**config.mk**
```make
export PLATFORM = sky130hd
export DESIGN_NAME = brr_resolver
export DESIGN_NICKNAME = d
export VERILOG_FILES = /design/src/rtl/brr_pkg.sv /design/src/rtl/brr_decode.sv /design/src/rtl/brr_cond.sv /design/src/rtl/brr_target.sv /design/src/rtl/brr_resolver.sv
export SDC_FILE = /design/constraint.sdc
export NUM_CORES = 1
export LEC_CHECK = 0
export BUFFER_PORTS_ARGS = -buffer_cell sky130_fd_sc_hd__buf_2
export CORE_UTILIZATION = 45
export CTS_CLUSTER_DIAMETER = 30
export DETAILED_ROUTE_END_ITERATION = 7
export GPL_TIMING_DRIVEN = 1
export HOLD_SLACK_MARGIN = 0.15
export PLACE_DENSITY = 0.71
export SLEW_MARGIN = 20
export SYNTH_ARGS = -nofsm -noshare
export SYNTH_HDL_FRONTEND = slang
export SYNTH_SLANG_ARGS = --single-unit
```
**constraint.sdc**
```tcl
create_clock -name clk -period 1.6 [get_ports clk]
set_clock_uncertainty 0.2 [all_clocks]
set_input_delay 0.48 -clock clk [delete_from_list [all_inputs] [get_ports clk]]
set_output_delay 0.48 -clock clk [all_outputs]
set_load 0.005 [all_outputs]
```
**src/rtl/brr_pkg.sv**
```systemverilog
package brr_pkg;

  localparam int BYTE_W = 8;

  localparam logic [BYTE_W-1:0] OPC_SHORT_BASE = 8'hC0;
  localparam logic [BYTE_W-1:0] OPC_ALWAYS     = 8'hCA;
  localparam logic [BYTE_W-1:0] OPC_EXT_PREFIX = 8'hF8;
  localparam logic [BYTE_W-1:0] OPC_EXT_BASE   = 8'hE8;
  localparam int               SHORT_CODES    = 8;
  localparam int               EXT_CODES      = 4;

  typedef enum logic [3:0] {
    COND_LT   = 4'd0,
    COND_GT   = 4'd1,
    COND_GE   = 4'd2,
    COND_LE   = 4'd3,
    COND_CS   = 4'd4,
    COND_HI   = 4'd5,
    COND_CC   = 4'd6,
    COND_LS   = 4'd7,
    COND_VC   = 4'd8,
    COND_VS   = 4'd9,
    COND_NC   = 4'd10,
    COND_NS   = 4'd11,
    COND_RA   = 4'd12,
    COND_NONE = 4'd15
  } cond_e;

  // Truth of a condition for a given flag set.
  function automatic logic cond_holds(cond_e c, logic z, logic n, logic v, logic cy);
    logic sgn_lt;
    logic uns_ls;
    sgn_lt = n ^ v;
    uns_ls = cy | z;
    case (c)
      COND_LT: cond_holds = sgn_lt;
      COND_GE: cond_holds = ~sgn_lt;
      COND_LE: cond_holds = z | sgn_lt;
      COND_GT: cond_holds = ~(z | sgn_lt);
      COND_CS: cond_holds = cy;
      COND_CC: cond_holds = ~cy;
      COND_LS: cond_holds = uns_ls;
      COND_HI: cond_holds = ~uns_ls;
      COND_VC: cond_holds = ~v;
      COND_VS: cond_holds = v;
      COND_NC: cond_holds = ~n;
      COND_NS: cond_holds = n;
      COND_RA: cond_holds = 1'b1;
      default: cond_holds = 1'b0;
    endcase
  endfunction

  // Sign extension of a byte to an arbitrary width (w >= BYTE_W).
  function automatic logic [63:0] sext_byte(logic [BYTE_W-1:0] b);
    sext_byte = {{(64-BYTE_W){b[BYTE_W-1]}}, b};
  endfunction

endpackage

```
**src/rtl/brr_decode.sv**
```systemverilog
module brr_decode
  import brr_pkg::*;
(
  input  logic [BYTE_W-1:0] op_b0,
  input  logic [BYTE_W-1:0] op_b1,
  input  logic [1:0]        insn_len,
  output cond_e             dec_cond,
  output logic              dec_ok
);

  logic [SHORT_CODES-1:0] short_hit;
  logic [EXT_CODES-1:0]   ext_hit;
  logic                   len_short;
  logic                   len_ext;
  logic                   is_always;

  assign len_short = (insn_len == 2'd2);
  assign len_ext   = (insn_len == 2'd3);
  assign is_always = len_short && (op_b0 == OPC_ALWAYS);

  // The short codes 0xC0..0xC7 map to conditions 0..7 in order.
  for (genvar gi = 0; gi < SHORT_CODES; gi++) begin : g_short
    assign short_hit[gi] = len_short && (op_b0 == OPC_SHORT_BASE + BYTE_W'(gi));
  end

  // The extended codes 0xF8 0xE8..0xEB map to conditions 8..11.
  for (genvar gj = 0; gj < EXT_CODES; gj++) begin : g_ext
    assign ext_hit[gj] = len_ext && (op_b0 == OPC_EXT_PREFIX) &&
                         (op_b1 == OPC_EXT_BASE + BYTE_W'(gj));
  end

  always_comb begin
    dec_cond = COND_NONE;
    for (int k = 0; k < SHORT_CODES; k++) begin
      if (short_hit[k]) dec_cond = cond_e'(4'(k));
    end
    for (int k = 0; k < EXT_CODES; k++) begin
      if (ext_hit[k]) dec_cond = cond_e'(4'(SHORT_CODES + k));
    end
    if (is_always) dec_cond = COND_RA;
  end

  assign dec_ok = (|short_hit) | (|ext_hit) | is_always;

endmodule

```
**src/rtl/brr_cond.sv**
```systemverilog
module brr_cond
  import brr_pkg::*;
(
  input  cond_e dec_cond,
  input  logic  dec_ok,
  input  logic  flag_z,
  input  logic  flag_n,
  input  logic  flag_v,
  input  logic  flag_c,
  output logic  take_now
);

  logic cond_true;

  assign cond_true = cond_holds(dec_cond, flag_z, flag_n, flag_v, flag_c);
  assign take_now  = dec_ok & cond_true;

endmodule

```
**src/rtl/brr_target.sv**
```systemverilog
module brr_target
  import brr_pkg::*;
#(
  parameter int PC_W = 32
) (
  input  logic [PC_W-1:0]   cur_pc,
  input  logic [BYTE_W-1:0] disp_byte,
  input  logic [1:0]        insn_len,
  output logic [PC_W-1:0]   tgt_pc,
  output logic [PC_W-1:0]   seq_pc
);

  localparam int EXT_W = 64;

  logic [EXT_W-1:0] disp_wide;
  logic [PC_W-1:0]  disp_ext;

  assign disp_wide = sext_byte(disp_byte);
  assign disp_ext  = disp_wide[PC_W-1:0];

  // Both sums drop their carry out, giving wrap modulo 2^PC_W.
  assign tgt_pc = cur_pc + disp_ext;
  assign seq_pc = cur_pc + PC_W'(insn_len);

  logic unused_hi;
  assign unused_hi = ^disp_wide[EXT_W-1:PC_W];

endmodule

```
**src/rtl/brr_resolver.sv**
```systemverilog
module brr_resolver
  import brr_pkg::*;
#(
  parameter int PC_W = 32
) (
  input  logic              clk,
  input  logic              rst_n,
  input  logic              req_vld,
  input  logic [7:0]        op_b0,
  input  logic [7:0]        op_b1,
  input  logic [7:0]        op_b2,
  input  logic [1:0]        insn_len,
  input  logic [PC_W-1:0]   cur_pc,
  input  logic              flag_z,
  input  logic              flag_n,
  input  logic              flag_v,
  input  logic              flag_c,
  output logic              res_vld,
  output logic              res_decoded,
  output logic              res_taken,
  output logic [PC_W-1:0]   res_next_pc
);

  cond_e             dec_cond;
  logic              dec_ok;
  logic              take_now;
  logic [BYTE_W-1:0] disp_byte;
  logic [PC_W-1:0]   tgt_pc;
  logic [PC_W-1:0]   seq_pc;
  logic [PC_W-1:0]   next_pc_now;

  // The displacement is always the final byte of the instruction.
  assign disp_byte = (insn_len == 2'd3) ? op_b2 : op_b1;

  brr_decode u_decode (
    .op_b0    (op_b0),
    .op_b1    (op_b1),
    .insn_len (insn_len),
    .dec_cond (dec_cond),
    .dec_ok   (dec_ok)
  );

  brr_cond u_cond (
    .dec_cond (dec_cond),
    .dec_ok   (dec_ok),
    .flag_z   (flag_z),
    .flag_n   (flag_n),
    .flag_v   (flag_v),
    .flag_c   (flag_c),
    .take_now (take_now)
  );

  brr_target #(.PC_W(PC_W)) u_target (
    .cur_pc    (cur_pc),
    .disp_byte (disp_byte),
    .insn_len  (insn_len),
    .tgt_pc    (tgt_pc),
    .seq_pc    (seq_pc)
  );

  assign next_pc_now = take_now ? tgt_pc : seq_pc;

  always_ff @(posedge clk or negedge rst_n) begin
    if (!rst_n) begin
      res_vld     <= 1'b0;
      res_decoded <= 1'b0;
      res_taken   <= 1'b0;
      res_next_pc <= '0;
    end else begin
      res_vld <= req_vld;
      if (req_vld) begin
        res_decoded <= dec_ok;
        res_taken   <= take_now;
        res_next_pc <= next_pc_now;
      end
    end
  end

endmodule

```
Word level (Yosys, flattened, before mapping)

Index checks and enable logic that the tools add are counted.

Register bits after elaboration: 35
Bits of input ports: 65
Output and inout port bits: 35
Word-level logic and storage cells: 79

Add/sub/neg operators: 2
Eq/ne operators: 28
Muxes and demuxes: 16
Bitwise operators: 12
Reduce and logical (&&, ||, !) cells: 17

Operators by type and width:

| cell                                                            | count |
|---|---|
| 8-bit == test, second input constant                            | 14 |
| 4-bit two-way mux                                               | 13 |
| 32-bit by 2-bit adder with 32-bit output                        | 1 |
| 32-bit adder                                                    | 1 |
| 32-bit two-way mux                                              | 1 |
| 4-bit == test, second input constant                            | 5 |
| 4-bit by 3-bit == test with 1-bit output, second input constant | 4 |
| 1-bit logical AND                                               | 14 |
| 1-bit case mux with 13 select lines                             | 1 |
| 4-bit by 2-bit == test with 1-bit output, second input constant | 2 |
| 8-bit two-way mux                                               | 1 |
| 8-bit OR reduction                                              | 1 |
| 1-bit inverter                                                  | 6 |
| 2-bit == test, second input constant                            | 2 |
| 4-bit by 1-bit == test with 1-bit output, second input constant | 1 |
| 4-bit logical NOT                                               | 1 |
| 1-bit bitwise OR                                                | 4 |
| 4-bit OR reduction                                              | 1 |
| 1-bit AND                                                       | 1 |
| 1-bit bitwise XOR                                               | 1 |

Longest topological paths before layout

Gate-level depths: netlist of the first run.

Word-level depth: 19
Depth in mapped cells: 21

Hierarchy

Synthesis of the first run repeated with hierarchy kept, for this count alone.

Cell total of the unflattened synthesis: 528
Area total of the unflattened synthesis: 4375.4 µm²

Modules (own cells, without submodules):

| module       | times used | cells each | area an instance (µm²) | sequential area each (µm²) |
|---|---|---|---|---|
| brr_target   | 1          | 337        | 2368.5                 | 0.0 |
| brr_resolver | 1          | 153        | 1701.6                 | 875.8 |
| brr_cond     | 1          | 21         | 166.4                  | 0.0 |
| brr_decode   | 1          | 17         | 138.9                  | 0.0 |

Worst setup path before layout of the first run

Ideal clock, no wire load.

Path kind: input to register
Start: in insn_len[0]
End: reg res_next_pc[28]
Library setup time: 71 ps
Arrival time: 5096 ps
Required time: 1329 ps
Path slack: -3767 ps
Stages: 21
Path buffers: 2
Path through: buf_6 or4b_4 or3_4 o32ai_1 mux2i_1 a41oi_1 and4_2 buf_2 nand2_1 o21ai_0 ha_1 fa_1 a21o_1 a21oi_1 o21ai_0 nor2b_1 o2111a_1 o41a_1 o21a_1 or3_1 nand4_1

Longest elaborated chain between the ends: 19
Elaborated cells between the ends (all ways): 52
Those cells by class: add/sub (2); eq/ne (14); mux (16); bitwise (3); reduce/logical (17)

RTL lines:

| item                                  | RTL line           | text |
|---|---|---|
| start, declared                       | brr_resolver.sv:12 | `input logic [1:0] insn_len,` |
| 2-bit == test                         | brr_decode.sv:17   | `assign len_short = (insn_len == 2'd2);` |
| 1-bit logical AND                     | brr_decode.sv:23   | `assign short_hit[gi] = len_short && (op_b0 == OPC_SHORT_BASE + BYTE_W'(gi));` |
| 4-bit two-way mux (8 in series)       | brr_decode.sv:35   | `if (short_hit[k]) dec_cond = cond_e'(4'(k));` |
| 4-bit two-way mux (4 in series)       | brr_decode.sv:38   | `if (ext_hit[k]) dec_cond = cond_e'(4'(SHORT_CODES + k));` |
| 4-bit two-way mux                     | brr_decode.sv:40   | `if (is_always) dec_cond = COND_RA;` |
| 4-bit == test (tied with other cells) | brr_pkg.sv:35      | `case (c)` |
| 1-bit case mux with 13 select lines   | brr_pkg.sv:35      |  |
| 1-bit AND                             | brr_cond.sv:16     | `assign take_now = dec_ok & cond_true;` |
| 32-bit two-way mux *                  | brr_resolver.sv:61 | `assign next_pc_now = take_now ? tgt_pc : seq_pc;` |
| end signal, assigned                  | brr_resolver.sv:74 | `res_next_pc <= next_pc_now;` |
| end, declared                         | brr_resolver.sv:21 | `output logic [PC_W-1:0] res_next_pc` |

Every way passes the cells marked *; elsewhere a longest branch is shown, timed or not.
A chain may end at the register's enable or synchronous reset.

Worst setup path in the final report of the first run

Start: in op_b0[4]
End: reg res_next_pc[27]

Longest elaborated chain between the ends: 19
Elaborated cells between the ends (all ways): 57
Those cells by class: eq/ne (22); mux (15); bitwise (3); reduce/logical (17)

RTL lines:

| item                                  | RTL line           | text |
|---|---|---|
| start, declared                       | brr_resolver.sv:9  | `input logic [7:0] op_b0,` |
| 8-bit == test                         | brr_decode.sv:23   |  |
| 1-bit logical AND                     | brr_decode.sv:23   |  |
| 4-bit two-way mux (8 in series)       | brr_decode.sv:35   |  |
| 4-bit two-way mux (4 in series)       | brr_decode.sv:38   |  |
| 4-bit two-way mux                     | brr_decode.sv:40   |  |
| 4-bit == test (tied with other cells) | brr_pkg.sv:35      |  |
| 1-bit case mux with 13 select lines   | brr_pkg.sv:35      |  |
| 1-bit AND *                           | brr_cond.sv:16     |  |
| 32-bit two-way mux *                  | brr_resolver.sv:61 |  |

Marks and branches as above.

==> results.md, run 1 <==
Status:
- The flow ran to the end, but the final reports show violations.
- The final reports fail on setup timing.

Hold path:
- The cell depth of the worst hold path is 1.
- The worst min-delay path category is flop to flop.

Yosys:
- During synthesis, Yosys emitted a total of 0 warnings.
- Summing every instance area after synthesis gives 0.003262 mm2.
- Counting flops with an async set or reset pin after synthesis yields a share of 1.000.
- The cell taking the most area after synthesis is sky130_fd_sc_hd__dfrtp_1.
- The sequential area share after synthesis is 0.2685.
- The predominant post-synthesis flop cell is sky130_fd_sc_hd__dfrtp_1.
- The number of nets produced by synthesis is 461.
- The count of different cell masters after synthesis is 58.
- The synthesized design contains 0 enable-type register cells.
- The share of the synthesized area in the top cell type is 0.2685.
- By count the netlist is led by sky130_fd_sc_hd__a21oi_1 (35), sky130_fd_sc_hd__dfrtp_1 (35), sky130_fd_sc_hd__ha_1 (31), sky130_fd_sc_hd__mux2_2 (21), sky130_fd_sc_hd__inv_1 (18).
- The number of instances in the synthesized netlist is 364.
- The number of storage elements in the synthesis netlist is 35.
- A synthesized cell averages 8.961 um2.
- In the post-synthesis netlist, the biggest area contributors are sky130_fd_sc_hd__dfrtp_1 (27%), sky130_fd_sc_hd__ha_1 (12%), sky130_fd_sc_hd__mux2_2 (7.2%).

Clocking:
- The clock tree from TritonCTS is built.
- The clock latency on the worst-skew pair is 300 ps.
- In this run the clock root is driven by a sky130_fd_sc_hd__clkbuf_8.
- Counting the buffers created by CTS gives 5.
- The largest buffer count on any clock path is 2.
- Clock-pin slew was measured on the worst setup and hold paths at 90 ps.
- The count of clock tree sinks is 35.
- The H-tree was split into 2 levels.

Critical path:
- The element type at the critical path start is a primary input.
- The most critical setup path has its startpoint at op_b0[4].
- In this run the worst setup path terminates at res_next_pc[27].
- Together, buffers and inverters on the worst path number 3.
- The data arrival time of the critical path is 5110 ps.
- The worst register-to-register path begins at res_next_pc[20].
- Walking the worst path, the cells encountered are buf_6 > or4b_4 > or3_4 > o32ai_4 > mux2i_1 > a41oi_2 > and4_4 > buf_4 > buf_6 > a21oi_1 > ha_1 > a21oi_2 > o211ai_1 > a31oi_2 > a211oi_2 > o21ai_2 > a21oi_2 > o21a_1 > or3_1 > a31o_2.
- The critical path runs through a total of 20 cells.
- The highest-delay cell along the critical path is sky130_fd_sc_hd__or4b_4.
- The worst setup path is captured at a flop.
- The peak fanout along the critical path is 5.
- On the critical path the largest part of the delay comes from compound AO/OA/AOI/OAI gates.
- The capture point of the worst reg-to-reg path is res_next_pc[20].
- Setup slack on the worst reg-to-reg path comes out at 280 ps.
- For this run, the slowest stage of the critical path takes 560 ps.
- The number of cells on the worst reg-to-reg path is 3.
- At the worst endpoint, the required time is 1600 ps.
- The type of the worst setup path is primary input to flop.

Pwr:
- The internal portion of the total power is 1962 uW.
- The clock power share is 0.299.
- For this design the static power due to leakage is 0.002862 uW.
- The highest ir drop seen on vdd is 0.4673 mV.
- The switching power is 888.5 uW.
- For this design the ratio of total power to cell area is 488.8 mW/mm2.
- The share of total power dissipated in sequential elements is 0.362.
- Of the total power, combinational logic draws 0.339.
- Of the total power, the share spent switching nets is 0.3117.

Placed design:
- Routability-driven placement finished with a final weighted congestion of 0.9207.
- After detailed placement, the design holds a cell count of 682.
- Detailed placement finished with a half-perimeter wire length of 8132 um.
- The number of buffer cells added on primary ports is 99.
- The pre-CTS setup slack is -3642 ps.

Floorplan:
- The I/O pin total is 100.
- The die is 87.14 um wide.
- The initial utilization of the core area, before any placement, comes to 0.4723.
- After floorplanning, the core was divided into 30 placement rows.
- The core region area is 0.006907 mm2.
- The vertical die dimension is 87.14 um.
- The total die area is 0.007593 mm2.

Global route:
- The number of global-route vias before repair came to 3965.
- The overall overflow remaining after global route is 0.
- The pin count of the biggest net entering global routing is 36.
- The number of antenna violations at the first check in global routing is 0.
- Across every metal layer, demand over resource in global routing totals 0.3184.
- The global-route wire length before repair is 18790 um.

Cells and area:
- The final-layout fill cell count is 402.
- The synthesis-to-layout area growth is 78.75%.
- Of the cells placed in the final design, the portion with a size suffix greater than 1 is 0.6150.
- The register area is 875.8 um2.
- In the final design database the tool counted 709 nets.
- Summing all multi-input logic gate instances after layout gives 0.002865 mm2.
- The final cell count without fillers is 709.
- The repair_antennas step left the layout with diodes totalling 0.

STA:
- For the finished layout, the period the worst path requires is 5109 ps.
- The final count of negative-setup-slack endpoints is 34.
- The setup slack after layout is -3509 ps.
- The final cycle utilization of the critical path is 3.193.
- For this run, the top clock speed supported by timing is 0.1957 GHz.
- Setup repair after global routing could not meet its margin everywhere.
- The number of pins with negative max-slew slack in the final report is 0.
- The slew at the pin closest to its max-slew limit is 476.3 ps.
- The number of hold-slack violations in the final timing report is 0.
- The headroom to the max-slew limit is 0.6818.

Routing:
- After detailed routing, the total wire length is 14600 um.
- The final routed DRC violation total is 0.
- After detailed routing, the number of vias per cell comes to 6.063.
- The number of vias in the routed layout is 4299.
- For this run, the detailed router's first-pass iteration total came to 5.
- The number of DRC markers after the initial detailed-route iteration is 362.
- In the final routed layout, each cell accounts on average for 20.59 um.
- In this run the remaining antenna-violating nets after routing total 0.

Run:
- The max capacitance violation total is 0.
==> repair_timing <==
action	CTS	global route
endpoints found under the setup margin	34	34
hold buffers	1	0
setup buffers	21	12
pin swaps	30	66
endpoints found under the hold margin	35	0
resized for setup	42	79
==> power groups by stage <==
| stage | Clock (uW) | Combinational, uW | Sequential, uW |
|---|---|---|---|
| finish | 851 | 968 | 1030 |
| global route | 885 | 1030 | 1040 |
| CTS | 848 | 843 | 1030 |
| detailed placement | 0 | 766 | 1040 |
| global placement | 0 | 749 | 1040 |
| floorplan | 0 | 345 | 1050 |
==> layout by cell type (no fill, tap or decap), drive strengths merged, types with 6 or more instances in the layout <==
| master | count |
|---|---|
| a211oi | 6 |
| a21o | 15 |
| a21oi | 35 |
| a31o | 6 |
| buf | 251 |
| dfrtp | 35 |
| ha | 31 |
| inv | 18 |
| mux2 | 21 |
| nand2 | 16 |
| nand3 | 11 |
| nand4 | 6 |
| nor2 | 15 |
| nor2b | 9 |
| nor3 | 13 |
| o211ai | 7 |
| o21ai | 16 |
| o21bai | 6 |
| or3 | 6 |
| xnor2 | 16 |
==> area by class of cell <==
cell class	count	share of cell area
repair buffers	252	0.3069
inverters	18	0.01159
clock buffers	5	0.01180
multi-input cells	300	0.4914
flip-flops and latches	35	0.1502
clock inverters	3	0.007511
well taps	96	0.02060
==> cells by family after synthesis <==
kind of cell	count (synthesis)	synth area share
muxes	25	0.08477
DFF	35	0.2685
and+or+nand+nor	102	0.1772
buffers and inverters	29	0.03836
xor gates and xnor gates	21	0.05638
adders and majority gates	32	0.1250
AOI/OAI and AO/OA	120	0.2497
==> worst register-to-register path, delay by kind of cell, from the launching register on <==
| kind | cells | cell delay [ps] |
|---|---|---|
| AO/OA/AOI/OAI | 2 | 440 |
| flip-flops | 1 | 400 |
| AND/OR/NAND/NOR | 1 | 150 |
==> registers in the layout, summed over array words and instances (netlist names) <==
name,count
res_decoded,1
res_next_pc,32
res_taken,1
res_vld,1
==> per-layer routing <==
metal,up-vias,part of all wire,global-route usage
met3,100,0.080,0.05782
met5,-,0,0
met2,304,0.48,0.5426
met1,2019,0.38,0.3887
li1,1876,-,-
met4,0,0.062,0.1520
==> how the worst min path moves through the flow <==
stage / from / slack [ps] / endpoint
global placement: rst_n / 250 / res_next_pc[31]
floorplan: rst_n / -20 / res_decoded
finish: res_next_pc[21] / 310 / res_next_pc[21]
CTS: res_next_pc[18] / 310 / res_next_pc[18]
detailed placement: rst_n / 260 / res_next_pc[31]
global route: res_next_pc[7] / 330 / res_next_pc[7]
==> stage by stage <==
stage / hold slack (ps) / TNS (ps) / power [uW] / utilization / area [um2]
2_1_floorplan: -15.59 / -96830 / 1394 / - / 3428
3_3_place_gp: 254.0 / -98230 / 1789 / 0.7234 / 4996
3_5_place_dp: 259.9 / -101410 / 1809 / 0.7234 / 4996
4_1_cts: 311.7 / -89000 / 2718 / 0.7835 / 5411
5_1_grt: 325.2 / -100760 / 2952 / 0.8442 / 5831
6_report: 306.0 / -97540 / 2850 / 0.8442 / 5831
Power figures use the tool's default switching activity.
==> run 2: changes to the inputs <==
- PLACE_DENSITY: 0.71 -> not set
- PLACE_DENSITY_LB_ADDON: not set -> 0.2
==> results.md, run 2 (synthesis gave the netlist of run 1 again) <==
STA:
- The shortest period the worst path allows came to 5001 ps (was 5109 ps).
- Unrepaired setup endpoints after global routing: yes (unchanged).
- The worst-case hold slack came to 304.3 ps (was 306.0 ps).
- The headroom to the max-slew limit is 0.7082 (was 0.6818).
- The slew at the pin closest to its max-slew limit is 435.8 ps (was 476.3 ps).
- The setup slack after layout is -3401 ps (was -3509 ps).
- The number of hold-slack violations in the final timing report is 0 (unchanged).
- The final count of negative-setup-slack endpoints came to 34 (unchanged).
- The highest achievable clock rate was 0.2000 GHz (was 0.1957 GHz).
- The final cycle utilization of the critical path is 3.125 (was 3.193).
- The number of pins with negative max-slew slack in the final report was 0 (unchanged).

Pwr:
- The total power divided by cell area is 445.5 mW/mm2 (was 488.8 mW/mm2).
- The highest ir drop seen on vdd is 0.3540 mV (was 0.4673 mV).
- The total power was 2620 uW (was 2850 uW).
- The standby leakage power is 0.002919 uW (was 0.002862 uW).

Clocking:
- The clock root buffer is sky130_fd_sc_hd__clkbuf_8 (unchanged).
- The H-tree depth reported by CTS is 2 (unchanged).
- The clock latency on the worst-skew pair is 300 ps (about the same).
- The clock tree from TritonCTS is built (unchanged).
- The post-CTS clock slew at the launch and capture registers of the worst setup and hold paths was 70 ps (was 90 ps).
- The count of clock tree sinks is 35 (unchanged).
- The largest buffer count on any clock path is 2 (unchanged).
- The number of clock buffers inserted by TritonCTS came to 5 (unchanged).

Routing:
- The number of vias per cell is 5.861 (was 6.063).
- The final wirelength was 13670 um (was 14600 um).
- The final antenna-violating net count came to 0 (unchanged).
- The routed length per placed instance was 19.15 um (was 20.59 um).
- The number of vias in the routed layout is 4185 (was 4299).
- The number of search-and-repair iterations in the first detailed-routing pass is 5 (unchanged).
- The number of DRC markers after the initial detailed-route iteration is 278 (was 362).
- The final routed DRC violation total came to 0 (unchanged).

Status:
- Violations in the final reports: setup timing (unchanged).
- Status: finished with violations (unchanged).

Critical path:
- The endpoint kind of the worst setup timing path is a flop (unchanged).
- The gate family responsible for the most delay along the worst path is compound AO/OA/AOI/OAI gates (unchanged).
- The cell type with the highest occurrence count on the critical path is sky130_fd_sc_hd__buf_6.
- The peak fanout along the critical path came to 5 (unchanged).
- The count of buffer and inverter cells on the critical path is 3 (unchanged).
- The element type at the critical path start is a primary input (unchanged).
- Cell breakdown of the critical path: buf_6 > or4b_4 > nor3_4 > a211oi_2 > a221o_1 > or3_4 > and4_4 > buf_6 > a21oi_2 > ha_1 > buf_6 > o211ai_1 > o211ai_1 > a31oi_2 > a211oi_4 > o21ai_2 > a21oi_2 > o21a_1 > or3_1 > a31o_2 (was buf_6 > or4b_4 > or3_4 > o32ai_4 > mux2i_1 > a41oi_2 > and4_4 > buf_4 > buf_6 > a21oi_1 > ha_1 > a21oi_2 > o211ai_1 > a31oi_2 > a211oi_2 > o21ai_2 > a21oi_2 > o21a_1 > or3_1 > a31o_2).
- The highest-delay cell along the critical path is sky130_fd_sc_hd__or4b_4 (unchanged).
- The required time of the critical path is 1590 ps (was 1600 ps).
- The data arrival time of the critical path is 4990 ps (was 5110 ps).
- The delay of the slowest critical-path stage is 580 ps (was 560 ps).
- The type of the worst setup path is primary input to flop (unchanged).

Run:
- The max capacitance violation total is 0 (unchanged).

Global route:
- The overall overflow remaining after global route is 0 (unchanged).
- The number of global-route vias before repair is 4171 (was 3965).
- The pin count of the biggest net entering global routing is 36 (unchanged).
- The overall track demand over capacity in global routing is 0.3321 (was 0.3184).
- The global-route wire length before repair is 19590 um (was 18790 um).
- The number of antenna violations at the first check in global routing is 0 (unchanged).

Placed design:
- The final HPWL from detailed placement is 7683 um (was 8132 um).
- The total instance count after detailed placement was 675 (was 682).
- The area of placed instances came to 0.004943 mm2 (was 0.004996 mm2).
- The number of buffer cells added on primary ports is 99 (unchanged).
- The weighted congestion at the end of routability-driven global placement is 0.9060 (was 0.9207).

Floorplan:
- The die outline width is 87.14 um (unchanged).
- The core region area came to 0.006907 mm2 (unchanged).
- The total die area was 0.007593 mm2 (unchanged).
- The vertical die dimension was 87.14 um (unchanged).
- The I/O pin total was 100 (unchanged).
- The number of rows created at floorplan came to 30 (unchanged).
- The effective utilization at floorplan is 0.4723 (unchanged).

Cells and area:
- The final cell count without fillers is 714 (was 709).
- The number of diodes added for antenna fixing is 0 (unchanged).
- The layout net count is 716 (was 709).
- The proportion of layout cells with a drive suffix above 1 is 0.6100 (was 0.6150).
- The register with the most flip-flops is res_next_pc (unchanged).
- Top library cells by usage in the layout, fill and taps aside: sky130_fd_sc_hd__buf_4 (136), sky130_fd_sc_hd__buf_2 (95), sky130_fd_sc_hd__dfrtp_1 (35) (was sky130_fd_sc_hd__buf_4 (131), sky130_fd_sc_hd__buf_2 (95), sky130_fd_sc_hd__dfrtp_1 (35)).
- The synthesis-to-layout area growth is 80.28% (was 78.75%).
- The commonest non-fill, non-tap cell in the layout was sky130_fd_sc_hd__buf_4 (unchanged).
- The flip-flop count of the largest register, all copies and words added came to 32 (unchanged).
- The final-layout fill cell count is 378 (was 402).
- The finished layout cell area is 0.005881 mm2 (was 0.005831 mm2).

Hold path:
- The worst min-delay path category is flop to flop (unchanged).
run 2: cell types whose count changed in the layout (fill, tap and decap cells not counted), sizes merged:
cell,delta
bufinv,-1
clkinv,-2
clkbuf,+1
buf,+7
run 2: area by class of cell:
cell class,instances,area [um2],share of cell area
multi-input combinational,300,2887,0.4909
sequential,35,875.8,0.1489
clock buffer,6,72.57,0.01234
timing repair buffer,259,1858,0.3160
tap,96,120.1,0.02043
inverter,18,67.56,0.01149
run 2: path summary, 6_finish.rpt:
check | startpoint | slack (ps) | to | cells past startpoint
worst max-delay path | op_b0[5] | -3400 | res_next_pc[27] | 20
worst min register to register | res_next_pc[25] | 300 | res_next_pc[25] | 1
worst min-delay path | res_next_pc[25] | 300 | res_next_pc[25] | 1
min in group asynchronous | rst_n | 470 | res_next_pc[25] | 3
worst max register to register | res_next_pc[22] | 250 | res_next_pc[22] | 3
max in group asynchronous | rst_n | 530 | res_next_pc[1] | 3
run 2: worst reg2reg max path, stage by stage (launching register included):
cell	delay (ps)
sky130_fd_sc_hd__dfrtp_1	400
sky130_fd_sc_hd__nor2b_1	140
sky130_fd_sc_hd__a31o_2	200
sky130_fd_sc_hd__a311o_1	300
run 2: power breakdown:
part / total (uW) / leakage [uW] / internal (uW) / switching [uW]
Clock: 625 / 0.0000371 / 291 / 335
Sequential: 1030 / 0.000414 / 979 / 51.0
Combinational: 965 / 0.00247 / 525 / 440
Total: 2620 / 0.00292 / 1790 / 825
run 2: metal layers:
| layer | vias up | global-route usage | wire length, um | share of wire |
|---|---|---|---|---|
| met2 | 216 | 0.5991 | 6850 | 0.50 |
| met4 | 0 | 0.1759 | 699 | 0.051 |
| li1 | 1883 | - | - | - |
| met1 | 2013 | 0.3747 | 5288 | 0.39 |
| met5 | - | 0 | 0 | 0 |
| met3 | 73 | 0.05403 | 832 | 0.061 |
run 2: metrics by stage:
stage | worst slack (ps) | TNS [ps] | utilization
final | -3401 | -97410 | 0.8514
after detailed placement | -3676 | -102390 | 0.7158
after global routing | -3524 | -101000 | 0.8514
after floorplan | -3581 | -96830 | -
after global placement | -3572 | -99700 | 0.7158
after CTS | -3195 | -89720 | 0.8152
run 2: what timing repair did:
item                       in CTS  in global routing
hold buffers                    1                  0
hold endpoints to repair       35                  0
setup endpoints to repair      34                 34
pin swaps                      59                 39
resized for setup              80                 48
setup buffers                  34                 13
